===== src/rtl/cls_pkg.sv =====
package cls_pkg;
   typedef enum logic [2:0] {
      OP_CFG_WR  = 3'd0,
      OP_CFG_RD  = 3'd1,
      OP_PRELOAD = 3'd2,
      OP_SIG_WR  = 3'd3,
      OP_SIG_RD  = 3'd4,
      OP_LOCK    = 3'd5,
      OP_ERASE   = 3'd6,
      OP_RSVD    = 3'd7
   } cls_op_e;

   typedef struct packed {
      logic cfg_wr;
      logic cfg_rd;
      logic pre;
      logic sig_wr;
      logic sig_rd;
      logic lock;
      logic erase;
      logic deny;
   } cls_act_t;
endpackage


===== src/rtl/cls_gate.sv =====
module cls_gate
   import cls_pkg::*;
(
   input  logic     fire,
   input  cls_op_e  op,
   input  logic     secured,
   output cls_act_t act
);
   logic guarded;

   always_comb begin
      guarded = (op == OP_CFG_WR) || (op == OP_CFG_RD) || (op == OP_PRELOAD);
      act = '0;
      if (fire) begin
         act.deny   = (guarded && secured) || (op == OP_RSVD);
         act.cfg_wr = (op == OP_CFG_WR)  && !secured;
         act.cfg_rd = (op == OP_CFG_RD)  && !secured;
         act.pre    = (op == OP_PRELOAD) && !secured;
         act.sig_wr = (op == OP_SIG_WR);
         act.sig_rd = (op == OP_SIG_RD);
         act.lock   = (op == OP_LOCK);
         act.erase  = (op == OP_ERASE);
      end
   end
endmodule


===== src/rtl/cls_cfg_array.sv =====
module cls_cfg_array #(
   parameter  int DEPTH = 32,
   parameter  int DW    = 8,
   localparam int AW    = $clog2(DEPTH)
) (
   input  logic          clk,
   input  logic          rst_n,
   input  logic          wr_en,
   input  logic [AW-1:0] addr,
   input  logic [DW-1:0] wr_data,
   input  logic          erase_start,
   output logic [DW-1:0] rd_data,
   output logic          busy
);
   localparam logic [AW-1:0] LAST = AW'(DEPTH - 1);

   logic [DW-1:0] mem [DEPTH];
   logic [AW-1:0] ptr;

   always_ff @(posedge clk or negedge rst_n) begin
      if (!rst_n) begin
         for (int i = 0; i < DEPTH; i++) mem[i] <= '0;
         ptr     <= '0;
         busy    <= 1'b0;
         rd_data <= '0;
      end else begin
         rd_data <= mem[addr];
         if (erase_start) begin
            busy <= 1'b1;
            ptr  <= '0;
         end else if (busy) begin
            mem[ptr] <= '0;
            ptr      <= ptr + 1'b1;
            if (ptr == LAST) busy <= 1'b0;
         end else if (wr_en) begin
            mem[addr] <= wr_data;
         end
      end
   end


   sweep_start_chk: assert property (@(posedge clk) disable iff (!rst_n)
      erase_start |=> busy);
endmodule


===== src/rtl/cls_sig_store.sv =====
module cls_sig_store #(
   parameter  int BYTES = 8,
   localparam int SAW   = $clog2(BYTES)
) (
   input  logic           clk,
   input  logic           rst_n,
   input  logic           wr_en,
   input  logic [SAW-1:0] addr,
   input  logic [7:0]     wr_data,
   output logic [7:0]     rd_data
);
   logic [7:0] sig_b [BYTES];

   for (genvar g = 0; g < BYTES; g++) begin : g_byte
      always_ff @(posedge clk or negedge rst_n) begin
         if (!rst_n)                              sig_b[g] <= '0;
         else if (wr_en && addr == SAW'(g))       sig_b[g] <= wr_data;
      end
   end

   always_ff @(posedge clk or negedge rst_n) begin
      if (!rst_n) rd_data <= '0;
      else        rd_data <= sig_b[addr];
   end
endmodule


===== src/rtl/cfg_lock_store.sv =====
module cfg_lock_store
   import cls_pkg::*;
#(
   parameter  int DEPTH     = 32,
   parameter  int DW        = 8,
   parameter  int SIG_BYTES = 8,
   localparam int AW        = $clog2(DEPTH),
   localparam int SAW       = $clog2(SIG_BYTES)
) (
   input  logic          clk,
   input  logic          rst_n,
   input  logic          cmd_valid,
   output logic          cmd_ready,
   input  logic [2:0]    cmd_op,
   input  logic [AW-1:0] cmd_addr,
   input  logic [DW-1:0] cmd_data,
   output logic          rsp_valid,
   output logic          rsp_denied,
   output logic [DW-1:0] rsp_data,
   output logic          pre_valid,
   output logic [AW-1:0] pre_addr,
   output logic [DW-1:0] pre_data,
   output logic          secured
);
   if (DW < 8)                 begin : g_bad_dw    $error("DW must be at least 8"); end
   if (DEPTH < 2 || (1 << AW) != DEPTH)
                               begin : g_bad_depth $error("DEPTH must be a power of two, at least 2"); end
   if (AW < SAW || SIG_BYTES < 2)
                               begin : g_bad_sig   $error("signature must fit the address"); end

   cls_op_e  op;
   cls_act_t act;
   logic     fire, busy;
   logic     sel_cfg, sel_sig;
   logic [DW-1:0] cfg_q;
   logic [7:0]    sig_q;

   assign op        = cls_op_e'(cmd_op);
   assign cmd_ready = !busy;
   assign fire      = cmd_valid && cmd_ready;

   cls_gate u_gate (.fire(fire), .op(op), .secured(secured), .act(act));

   cls_cfg_array #(.DEPTH(DEPTH), .DW(DW)) u_cfg (
      .clk(clk), .rst_n(rst_n), .wr_en(act.cfg_wr), .addr(cmd_addr),
      .wr_data(cmd_data), .erase_start(act.erase), .rd_data(cfg_q), .busy(busy));

   cls_sig_store #(.BYTES(SIG_BYTES)) u_sig (
      .clk(clk), .rst_n(rst_n), .wr_en(act.sig_wr), .addr(cmd_addr[SAW-1:0]),
      .wr_data(cmd_data[7:0]), .rd_data(sig_q));

   always_ff @(posedge clk or negedge rst_n) begin
      if (!rst_n) begin
         secured    <= 1'b0;
         rsp_valid  <= 1'b0;
         rsp_denied <= 1'b0;
         sel_cfg    <= 1'b0;
         sel_sig    <= 1'b0;
         pre_valid  <= 1'b0;
         pre_addr   <= '0;
         pre_data   <= '0;
      end else begin
         if (act.erase)     secured <= 1'b0;
         else if (act.lock) secured <= 1'b1;
         rsp_valid  <= fire;
         rsp_denied <= act.deny;
         sel_cfg    <= act.cfg_rd;
         sel_sig    <= act.sig_rd;
         pre_valid  <= act.pre;
         if (act.pre) begin
            pre_addr <= cmd_addr;
            pre_data <= cmd_data;
         end
      end
   end

   always_comb begin
      rsp_data = '0;
      if (sel_cfg)      rsp_data = cfg_q;
      else if (sel_sig) rsp_data = DW'(sig_q);
   end


   rsp_follows_chk: assert property (@(posedge clk) disable iff (!rst_n)
      fire |=> rsp_valid);

   idle_quiet_chk: assert property (@(posedge clk) disable iff (!rst_n)
      !fire |=> !rsp_valid);

   locked_read_chk: assert property (@(posedge clk) disable iff (!rst_n)
      (fire && op == OP_CFG_RD && secured) |=> (rsp_denied && rsp_data == '0));

   locked_preload_chk: assert property (@(posedge clk) disable iff (!rst_n)
      (fire && op == OP_PRELOAD && secured) |=> !pre_valid);

   sig_open_chk: assert property (@(posedge clk) disable iff (!rst_n)
      (fire && (op == OP_SIG_RD || op == OP_SIG_WR)) |=> !rsp_denied);

   erase_unlock_chk: assert property (@(posedge clk) disable iff (!rst_n)
      (fire && op == OP_ERASE) |=> (!secured && !cmd_ready));
endmodule


===== config.mk =====
export PLATFORM = sky130hd
export DESIGN_NAME = cfg_lock_store
export DESIGN_NICKNAME = d
export VERILOG_FILES = /design/src/rtl/cls_pkg.sv /design/src/rtl/cls_gate.sv /design/src/rtl/cls_cfg_array.sv /design/src/rtl/cls_sig_store.sv /design/src/rtl/cfg_lock_store.sv
export SDC_FILE = /design/constraint.sdc
export NUM_CORES = 1
export LEC_CHECK = 0
export BUFFER_PORTS_ARGS = -buffer_cell sky130_fd_sc_hd__buf_4
export CAP_MARGIN = 20
export CORE_UTILIZATION = 40
export DETAILED_ROUTE_END_ITERATION = 16
export PLACE_DENSITY_LB_ADDON = 0.3
export SYNTH_ARGS = -nofsm -noshare
export SYNTH_HDL_FRONTEND = slang
export SYNTH_SLANG_ARGS = --single-unit

===== constraint.sdc =====
create_clock -name clk -period 2.8 [get_ports clk]
set_input_delay 0 -clock clk [delete_from_list [all_inputs] [get_ports clk]]
set_output_delay 0 -clock clk [all_outputs]
set_load 0.02 [all_outputs]

==> results of run 1 <==
[layout make-up]
cell class	instances	area, sq um
fillers	3772	22100
flip-flops and latches	361	9030
multi-input cells	1200	7240
clock buffers	55	1170
repair buffers	104	907
well taps	532	666
clock inverters	15	153
inverters	14	52.6
diodes	1	2.50
[Yosys cell counts (all sizes together) (2+ instances only)]
cell type	n
o22ai	64
or4	2
nand4b	4
inv	13
mux2	68
nor3	4
clkbuf	66
buf	71
nand4	2
a22o	8
and3	27
ha	5
or4b	4
mux4	16
and2	4
nor4b	3
mux2i	128
nand2	451
nor2	4
dfrtp	361
nand3	86
and3b	7
nor3b	8
o21ai	269
nand4bb	5
nor4	18
nor2b	2
nand3b	3
[kinds of logic (layout without fill, tap and decap cells)]
kind of cell | count (synthesis) | count (layout) | share of synthesized area
AND/OR/NAND/NOR | 637 | 637 | 0.172
flip-flops | 361 | 361 | 0.534
AO/OA/AOI/OAI | 344 | 344 | 0.109
multiplexers | 212 | 212 | 0.142
buffers and inverters | 151 | 188 | 0.0383
adder cells (fa/ha/maj) | 5 | 5 | 0.00370
XOR/XNOR | 2 | 2 | 0.00104
other | 0 | 1 | 0
[registers in the layout (all words and copies together) (netlist names)]
register / flops
u_sig.sig_b: 64
pre_valid: 1
u_cfg.mem: 256
u_cfg.rd_data: 8
secured: 1
u_cfg.busy: 1
rsp_denied: 1
u_cfg.ptr: 5
sel_cfg: 1
sel_sig: 1
pre_addr: 5
rsp_valid: 1
pre_data: 8
u_sig.rd_data: 8
[cell usage in the layout (no fill, tap or decap), types with 11 or more instances in the layout]
| cell | instances |
|---|---|
| and3_1 | 27 |
| buf_4 | 77 |
| clkbuf_16 | 41 |
| clkinv_2 | 11 |
| dfrtp_1 | 361 |
| dlygate4sd3_1 | 20 |
| inv_1 | 13 |
| mux2_2 | 67 |
| mux2i_1 | 128 |
| mux4_2 | 16 |
| nand2_1 | 451 |
| nand3_1 | 86 |
| nor4_1 | 16 |
| o21ai_0 | 257 |
| o21ai_1 | 12 |
| o22ai_1 | 64 |
[per-stage QoR]
| step | std cells | hold slack (ps) |
|---|---|---|
| floorplan | 1712 | -296 |
| global placement | 2191 | 168 |
| detailed placement | 2191 | 172 |
| CTS | 2281 | 17.3 |
| global route | 2281 | 61.6 |
| finish | 2282 | 46.4 |
[critical path, cell delays in order]
cell	delay, ps
dlygate4sd3_1	540
buf_4	240
buf_4	320
nand4b_1	380
o22ai_1	160
nor4_1	930
nand2_1	140
[how the worst min path moves through the flow]
stage,from,end,slack [ps],cells after the start
2_1_floorplan,rst_n,pre_addr[0]$_DFFE_PN0P_,-300,0
3_3_place_gp,rst_n,u_sig.sig_b[24]$_DFFE_PN0P_,170,1
3_5_place_dp,rst_n,u_sig.sig_b[16]$_DFFE_PN0P_,170,1
4_1_cts,cmd_addr[2],u_sig.rd_data[0]$_DFF_PN0_,20,5
5_1_grt,cmd_addr[2],u_sig.rd_data[0]$_DFF_PN0_,60,5
6_report,cmd_addr[2],pre_addr[2]$_DFFE_PN0P_,50,4
[timing repair]
item,4_1_cts,5_1_grt
gates resized for setup,0,0
hold buffers,20,0
endpoints found under the hold margin,269,0
[per-layer routing]
metal,vias to the layer above,track usage
li1,5971,-
met1,6544,0.325
met2,476,0.348
met3,93,0.0448
met4,0,0.0825
met5,-,0
[power by group]
part / internal (W) / switching, W
logic: 0.00121 / 0.00193
clock network: 0.00318 / 0.00212
registers: 0.00664 / 0.000846
==> impl_metrics.tcl, run 1 <==
set metrics [dict create \
    r2r-start "u_cfg.busy$_DFF_PN0_" \
    initialDrtViolationCount 1250 \
    placementRows 74 \
    r2r-end "secured$_DFFE_PN0P_" \
    dr_wl_met2_mm 22.0 \
    antenna_found_initial 1 \
    slew_viol_final 0 \
    max_cap_viol_count 0 \
    dp_hpwl_mm 31.2 \
    arrival_ps 2720 \
    placed_area_sq_um 17700 \
    port_buffers 44 \
    cts-root-buf "clkbuf_16" \
    final_util 0.465 \
    syn_area_sq_um 16900 \
    cts.sinks 361 \
    synth_top_cell_by_area "dfrtp_1" \
    ant_nets 0 \
    drt-met1-wl_mm 22.1 \
    synth_flop_cell "dfrtp_1" \
    avgSynthCellArea_sq_um 9.88 \
    htreeDepth 2 \
    setup_tns_ps 0 \
    synth_seq_cells 361 \
    synth.yosys.seq_area_share 0.534 \
    grt_pass1_vias 12635 \
    finalPower_w 0.0159 \
    finalCritPeriodShare 0.838 \
    finalHoldViolations 0 \
    vias 13084 \
    critical_path_required_ps 3170 \
    vias_per_cell 5.73 \
    finalInstanceArea_sq_um 19200 \
    max_slew_margin 0.286 \
    core_area_sq_um 41300 \
    clk_pin_slew_ps 60 \
    final_nets 1744 \
    die_width_um 208 \
    hold_path.class "in2reg" \
    critPathCaptureType "flop" \
    grt_pass1_wl_mm 76.0 \
    synthCells 1712 \
    powerDensity_nw_per_um2 828 \
    drt-wirelength-per-cell_um 21.5 \
    start_util 0.409 \
    crit_fanout 25 \
    gp_congestion 0.991 \
    grt_usage 0.229 \
    setup_ws_ps 454 \
    insertion_delay_ps 530 \
    cts_buffers 39 \
    cp-start-kind "input port" \
    synth_top_area_share 0.534 \
    grt_max_degree 114 \
    post_cts_buffers 0 \
    worstSetupEndpoint "u_cfg.rd_data[7]$_DFF_PN0_" \
    crit_type "in2reg" \
    pin_count 45 \
    die_area_sq_um 43100 \
    finalWirelength_mm 49.2 \
    ys.warnings.count 0 \
    status "completed" \
    die_y_um 208 \
    fmax_ghz 0.426 \
    finalSetupViolations 0 \
    rsz0062_at_grt "false" \
    maxUsedRoutingLayer "met4" \
    yosys-top-cells-area "dfrtp_1 (53%), nand2_1 (10%), o21ai_0 (7.6%), mux2i_1 (7.6%), mux2_2 (4.5%)" \
    rrSetupSlack_ps 600 \
    drive_gt1_frac 0.140 \
    ir_drop_mv 0.480 \
    synth.net_count 1736 \
    ys_types 46 \
    wl_met3_mm 3.43 \
    startpoint "cmd_addr[0]" \
    syn_to_final_growth_pct 13.7 \
    min_period_ps 2350 \
    async_flop_share 1.00 \
    first_pass_iters 8 \
    grt-ovfl-total 0 \
    drc 0 \
    clockBufferDepth 3 \
    worst_pin_slew_ps 1060 \
    finClkSkew_ps 8.65 \
    synth_edf_count 0 \
    p_leak_nw 8.91 \
    post-place-ws_ps 256 \
    reg2reg_depth 6 \
    cts_tree "yes" \
]
No activity file was read; power rests on OpenSTA's default activity.
==> run 2: changes to the inputs <==
--- a/config.mk
+++ b/config.mk
@@ -5,6 +5,7 @@
 export SDC_FILE = /design/constraint.sdc
 export NUM_CORES = 1
 export LEC_CHECK = 0
+export ABC_AREA = 1
 export BUFFER_PORTS_ARGS = -buffer_cell sky130_fd_sc_hd__buf_4
 export CAP_MARGIN = 20
 export CORE_UTILIZATION = 40
==> constraint.sdc (replaced) <==
create_clock -name clk -period 1.95 [get_ports clk]
set_input_delay 0 -clock clk [delete_from_list [all_inputs] [get_ports clk]]
set_output_delay 0 -clock clk [all_outputs]
set_load 0.02 [all_outputs]
==> run 2 against run 1 <==
Net effect: combinational power increased to 4.9 times the previous value; flip-flop and latch count unchanged; worst setup slack got worse by 310 ps; hold slack got worse by 29 ps; first-iteration DRC count increased by 85%; count of clock-buffer cells in the layout decreased by 2; via count increased by 59%; final area increased by 27%; routed wire length increased by 39%; global-route usage increased by 3.0 points; sequential share of layout area decreased by 9.9 points; largest power group is now combinational logic; highest routed layer unchanged.
==> impl_metrics.tcl, run 2 <==
set metrics [dict create \
    synth.yosys.seq_area_share 0.436 \
    p_leak_nw 12.5 \
    comb_power_share 0.413 \
    core_area_sq_um 51200 \
    final_nets 3230 \
    crit_slowest_cell "dlygate4sd3_1" \
    dp_hpwl_mm 43.6 \
    synthCells 3120 \
    pin_count 45 \
    ant_nets 0 \
    start_util 0.405 \
    largest_registers "u_cfg.mem x256, u_sig.sig_b x64" \
    vias_per_cell 5.31 \
    max_slew_margin 0.493 \
    fmax_ghz 0.554 \
    vias 20795 \
    cts_tree "yes" \
    die_area_sq_um 52700 \
    slowest_delay_ps 560 \
    crit_fanout 6 \
    ys.warnings.count 0 \
    setup_ws_ps 144 \
    hold_path.class "in2async" \
    path_delay_family "buffers and inverters" \
    final_common_cell "nand2_1" \
    yosysMostFrequentCell "nand2_1" \
    synth_top_area_share 0.436 \
    drc 0 \
    crit_chain "nor2_4 -> buf_4 -> inv_1 -> nor3_1 -> and3_1 -> dlygate4sd3_1" \
    cts-root-buf "clkbuf_16" \
    ir_drop_mv 0.869 \
    yosys-top-cells-area "dfrtp_1 (44%), nand2_1 (27%), nand3_1 (7.7%), o21ai_0 (7.0%), nor2_1 (4.4%)" \
    rsz0062_at_grt "false" \
    finalWirelength_mm 68.2 \
    mostFrequentLayoutCells "nand2_1 (1,509), dfrtp_1 (360), nand3_1 (317)" \
    antenna_found_initial 0 \
    synth_top_cell_by_area "dfrtp_1" \
    slew_viol_final 0 \
    status "completed" \
    initialDrtViolationCount 2317 \
    synth_flop_cell "dfrtp_1" \
    grt-ovfl-total 0 \
    synth_seq_cells 361 \
    first_pass_iters 9 \
    crit_type "reg2reg" \
    grt_pass1_wl_mm 109 \
    power.share.sequential 0.340 \
    drive_gt1_frac 0.101 \
    gp_congestion 0.876 \
    p_sw_frac 0.421 \
    powerDensity_nw_per_um2 1520 \
    post-place-ws_ps 56.6 \
    clkPwrFrac 0.247 \
    ys_types 25 \
    cts.sinks 361 \
    max_cap_viol_count 0 \
    async_flop_share 1.00 \
    regMostFlops "u_cfg.mem" \
    synth_edf_count 0 \
    finalCritPeriodShare 0.926 \
    die_width_um 230 \
    drt-wirelength-per-cell_um 17.4 \
    grt_max_degree 86 \
    grt_pass1_vias 19381 \
    avgSynthCellArea_sq_um 6.64 \
    setup_tns_ps 0 \
    cts_buffers 41 \
    arrival_ps 2310 \
    insertion_delay_ps 580 \
    worst_pin_slew_ps 760 \
    syn_area_sq_um 20700 \
    clk_pin_slew_ps 70 \
    grt_usage 0.259 \
    largest_reg_flops 256 \
    critical_path_required_ps 2450 \
    cellInternalPower_w 0.0214 \
    finalSetupViolations 0 \
    cp.buffers_inverters 3 \
    diodes 0 \
    rrSetupSlack_ps 140 \
    clockBufferDepth 3 \
    synth.net_count 3144 \
    finClkSkew_ps 20.8 \
    synth_common_cells "nand2_1 (1,511), dfrtp_1 (361), nand3_1 (317)" \
    finalHoldViolations 0 \
    cp-start-kind "flop" \
    min_period_ps 1810 \
    placementRows 83 \
    htreeDepth 2 \
    switchingPower_w 0.0156 \
    die_y_um 230 \
    finalInstanceArea_sq_um 24400 \
    placed_area_sq_um 22600 \
    port_buffers 44 \
    critPathCaptureType "flop" \
    syn_to_final_growth_pct 17.6 \
]
==> run 2: cells by family (layout without fill, tap and decap cells) <==
group,Yosys count,in the layout,synth area share
compound gates,399,399,0.0994
fa+ha+maj,5,5,0.00302
xor+xnor,1,1,0.000423
simple gates,2146,2146,0.418
buf+inv,208,325,0.0434
flops,361,361,0.436
==> run 2: path summary, 6_finish.rpt <==
| path | start | endpoint | cells past startpoint |
|---|---|---|---|
| max in group asynchronous | rst_n | u_cfg.mem[172]$_DFFE_PN0P_ | 3 |
| worst max-delay path | u_cfg.busy$_DFF_PN0_ | sel_cfg$_DFF_PN0_ | 6 |
| worst max register to register | u_cfg.busy$_DFF_PN0_ | sel_cfg$_DFF_PN0_ | 6 |
| worst min register to register | u_sig.sig_b[42]$_DFFE_PN0P_ | u_sig.sig_b[42]$_DFFE_PN0P_ | 2 |
| worst min-delay path | rst_n | u_cfg.mem[42]$_DFFE_PN0P_ | 2 |
| min in group clk | cmd_addr[1] | pre_addr[1]$_DFFE_PN0P_ | 4 |
==> run 2: per-layer routing <==
metal	GRT usage	up-vias	part of all wire
li1	-	10188	-
met1	0.372	9636	0.45
met2	0.394	845	0.45
met3	0.0385	126	0.079
met4	0.0906	0	0.029
met5	0	-	0
==> run 2: repair_timing <==
action	4_1_cts	5_1_grt
setup buffers	0	1
setup endpoints to repair	0	23
gates resized for setup	0	5
hold buffers	19	0
hold endpoints to repair	453	0
==> run 2: through the flow <==
step | total power (W) | hold slack [ps] | utilization | cells
after floorplan | 0.0223 | -296 | - | 3120
after global placement | 0.0274 | 9.27 | 0.441 | 3823
after detailed placement | 0.0276 | 3.10 | 0.441 | 3823
after CTS | 0.0369 | 34.9 | 0.475 | 3916
after global routing | 0.0397 | 57.0 | 0.476 | 3917
final | 0.0371 | 17.3 | 0.476 | 3917
==> run 2: cell type report <==
type / count / area [sq um]
timing repair buffer: 196 / 1870
clock inverter: 21 / 414
clock buffer: 53 / 1170
inverter: 55 / 211
tap: 680 / 851
fill: 5166 / 26800
multi-input combinational: 2551 / 10800
sequential: 361 / 9040
==> run 2: power by group through the flow <==
| stage | sequential (W) | combinational [W] | clock (W) |
|---|---|---|---|
| 2_1_floorplan | 0.0121 | 0.0102 | 0 |
| 3_3_place_gp | 0.0126 | 0.0148 | 0 |
| 3_5_place_dp | 0.0126 | 0.0150 | 0 |
| 4_1_cts | 0.0125 | 0.0151 | 0.00929 |
| 5_1_grt | 0.0130 | 0.0171 | 0.00958 |
| 6_report | 0.0126 | 0.0153 | 0.00915 |
==> run 3: changes to the inputs <==
==> constraint.sdc (replaced) <==
create_clock -name clk -period 2.2 [get_ports clk]
set_input_delay 0.22 -clock clk [delete_from_list [all_inputs] [get_ports clk]]
set_output_delay 0.22 -clock clk [all_outputs]
set_load 0.02 [all_outputs]
==> run 3 against run 2 <==
Net effect: sequential share of layout area increased by 0.87 points; global-route usage shrank 0.15 points; core utilization fell by 1.1 points; largest cell class unchanged; clock skew rose by 3.6 ps; critical endpoint is now cmd_ready; cell count fell by 0.49%; worst setup slack worse by 63 ps; first-iteration DRC count shrank 7.7%; die area did not move; highest routed layer unchanged.
==> impl_metrics.tcl, run 3 (synthesized netlist as in run 2, its figures left out) <==
set metrics [dict create \
    status "completed" \
    r2r-end "u_cfg.mem[140]$_DFFE_PN0P_" \
    drive_gt1_frac 0.0964 \
    p_leak_nw 12.2 \
    max_slew_margin 0.624 \
    clk_pin_slew_ps 60 \
    start_util 0.405 \
    gp_congestion 0.867 \
    initialDrtViolationCount 2138 \
    ir_drop_mv 0.810 \
    drt-wirelength-per-cell_um 17.4 \
    regMostFlops "u_cfg.mem" \
    cts.sinks 361 \
    cp.buffers_inverters 3 \
    clockBufferDepth 3 \
    holdWs_ps 32.4 \
    crit_chain "inv_2 -> buf_12 -> buf_4" \
    final_util 0.465 \
    die_y_um 230 \
    rsz0062_at_grt "false" \
    dp.cells 3814 \
    finClkSkew_ps 24.5 \
    post_cts_buffers 0 \
    critical_path_required_ps 1980 \
    grt-ovfl-total 0 \
    ant_nets 0 \
    finalWirelength_mm 67.8 \
    die_area_sq_um 52700 \
    setup_tns_ps 0 \
    worst_pin_slew_ps 562 \
    powerDensity_nw_per_um2 1310 \
    cp-start-kind "flop" \
    finalSetupViolations 0 \
    cp.depth 3 \
    crit_type "reg2out" \
    finalHoldViolations 0 \
    grt_max_degree 91 \
    pin_count 45 \
    r2r-start "u_cfg.busy$_DFF_PN0_" \
    fin_cells 3898 \
    reg2reg_depth 7 \
    arrival_ps 1900 \
    die_width_um 230 \
    path_delay_family "buffers and inverters" \
    vias_per_cell 5.33 \
    fmax_ghz 0.472 \
    drc 0 \
    slowest_delay_ps 580 \
    dp_hpwl_mm 43.6 \
    grt_usage 0.257 \
    cts_tree "yes" \
    first_pass_iters 5 \
    largest_registers "u_cfg.mem x256, u_sig.sig_b x64" \
    finalCritPeriodShare 0.963 \
    critPathCaptureType "output pin" \
    startpoint "u_cfg.busy$_DFF_PN0_" \
    slew_viol_final 0 \
    vias 20793 \
    htreeDepth 2 \
    insertion_delay_ps 590 \
    placementRows 83 \
    grt_pass1_wl_mm 109 \
    rrSetupSlack_ps 190 \
    cts-root-buf "clkbuf_16" \
    crit_slowest_cell "dfrtp_4" \
    max_cap_viol_count 0 \
    mostFrequentLayoutCells "nand2_1 (1,511), dfrtp_1 (360), nand3_1 (317)" \
    port_buffers 44 \
    min_period_ps 2120 \
    final_common_cell "nand2_1" \
    syn_to_final_growth_pct 14.9 \
    largest_reg_flops 256 \
    crit_fanout 37 \
    grt_pass1_vias 19296 \
    core_area_sq_um 51200 \
    worstSetupEndpoint "cmd_ready" \
    hold_path.class "in2reg" \
    antenna_found_initial 1 \
    finalPower_w 0.0313 \
    final_nets 3209 \
    cts_buffers 41 \
]
==> run 3: timing repair <==
item                                    CTS  global route
endpoints found under the setup margin    0             1
resized for setup                         0             1
hold buffers                              8             0
endpoints found under the hold margin   119             0
==> run 3: power by group <==
part | leakage (nW) | internal [W] | switching (W) | total (W)
sequential | 4.73 | 0.00912 | 0.00209 | 0.0112
combinational | 6.83 | 0.00444 | 0.00875 | 0.0132
clock | 0.663 | 0.00391 | 0.00294 | 0.00685
total | 12.2 | 0.0175 | 0.0138 | 0.0313
==> run 3: layout make-up <==
type	instances	area, sq um
Fill cell	5259	27400
Inverter	55	209
Tap cell	680	851
Clock buffer	59	1190
Clock inverter	15	126
Sequential cell	361	9040
Timing Repair Buffer	175	1580
Multi-Input combinational cell	2551	10800
Antenna cell	2	5.00
==> run 3: tightest hold or removal path: stages <==
cell and delay (ps):
buf_4 90, inv_1 50, nor2_4 80, buf_4 140
==> run 3: how the worst min path moves through the flow <==
stage	from	end	cells past startpoint
floorplan	rst_n	pre_addr[0]$_DFFE_PN0P_	0
global placement	rst_n	u_cfg.mem[44]$_DFFE_PN0P_	1
detailed placement	rst_n	u_cfg.mem[44]$_DFFE_PN0P_	1
CTS	cmd_valid	rsp_valid$_DFF_PN0_	4
global route	cmd_valid	rsp_valid$_DFF_PN0_	4
finish	cmd_valid	rsp_valid$_DFF_PN0_	4
==> run 3: metrics by stage <==
step	area [sq um]	worst slack, ps
final	23800	81.1
after global routing	23800	31.4
after CTS	23800	78.0
after detailed placement	22400	156
after global placement	22400	149
after floorplan	20700	651
==> run 3: per-layer routing <==
layer	vias up	routed length, um	global-route usage
met2	881	29900	0.394
met4	0	1970	0.0831
met1	9611	30500	0.371
met5	-	0	0
li1	10161	-	-
met3	140	5460	0.0386
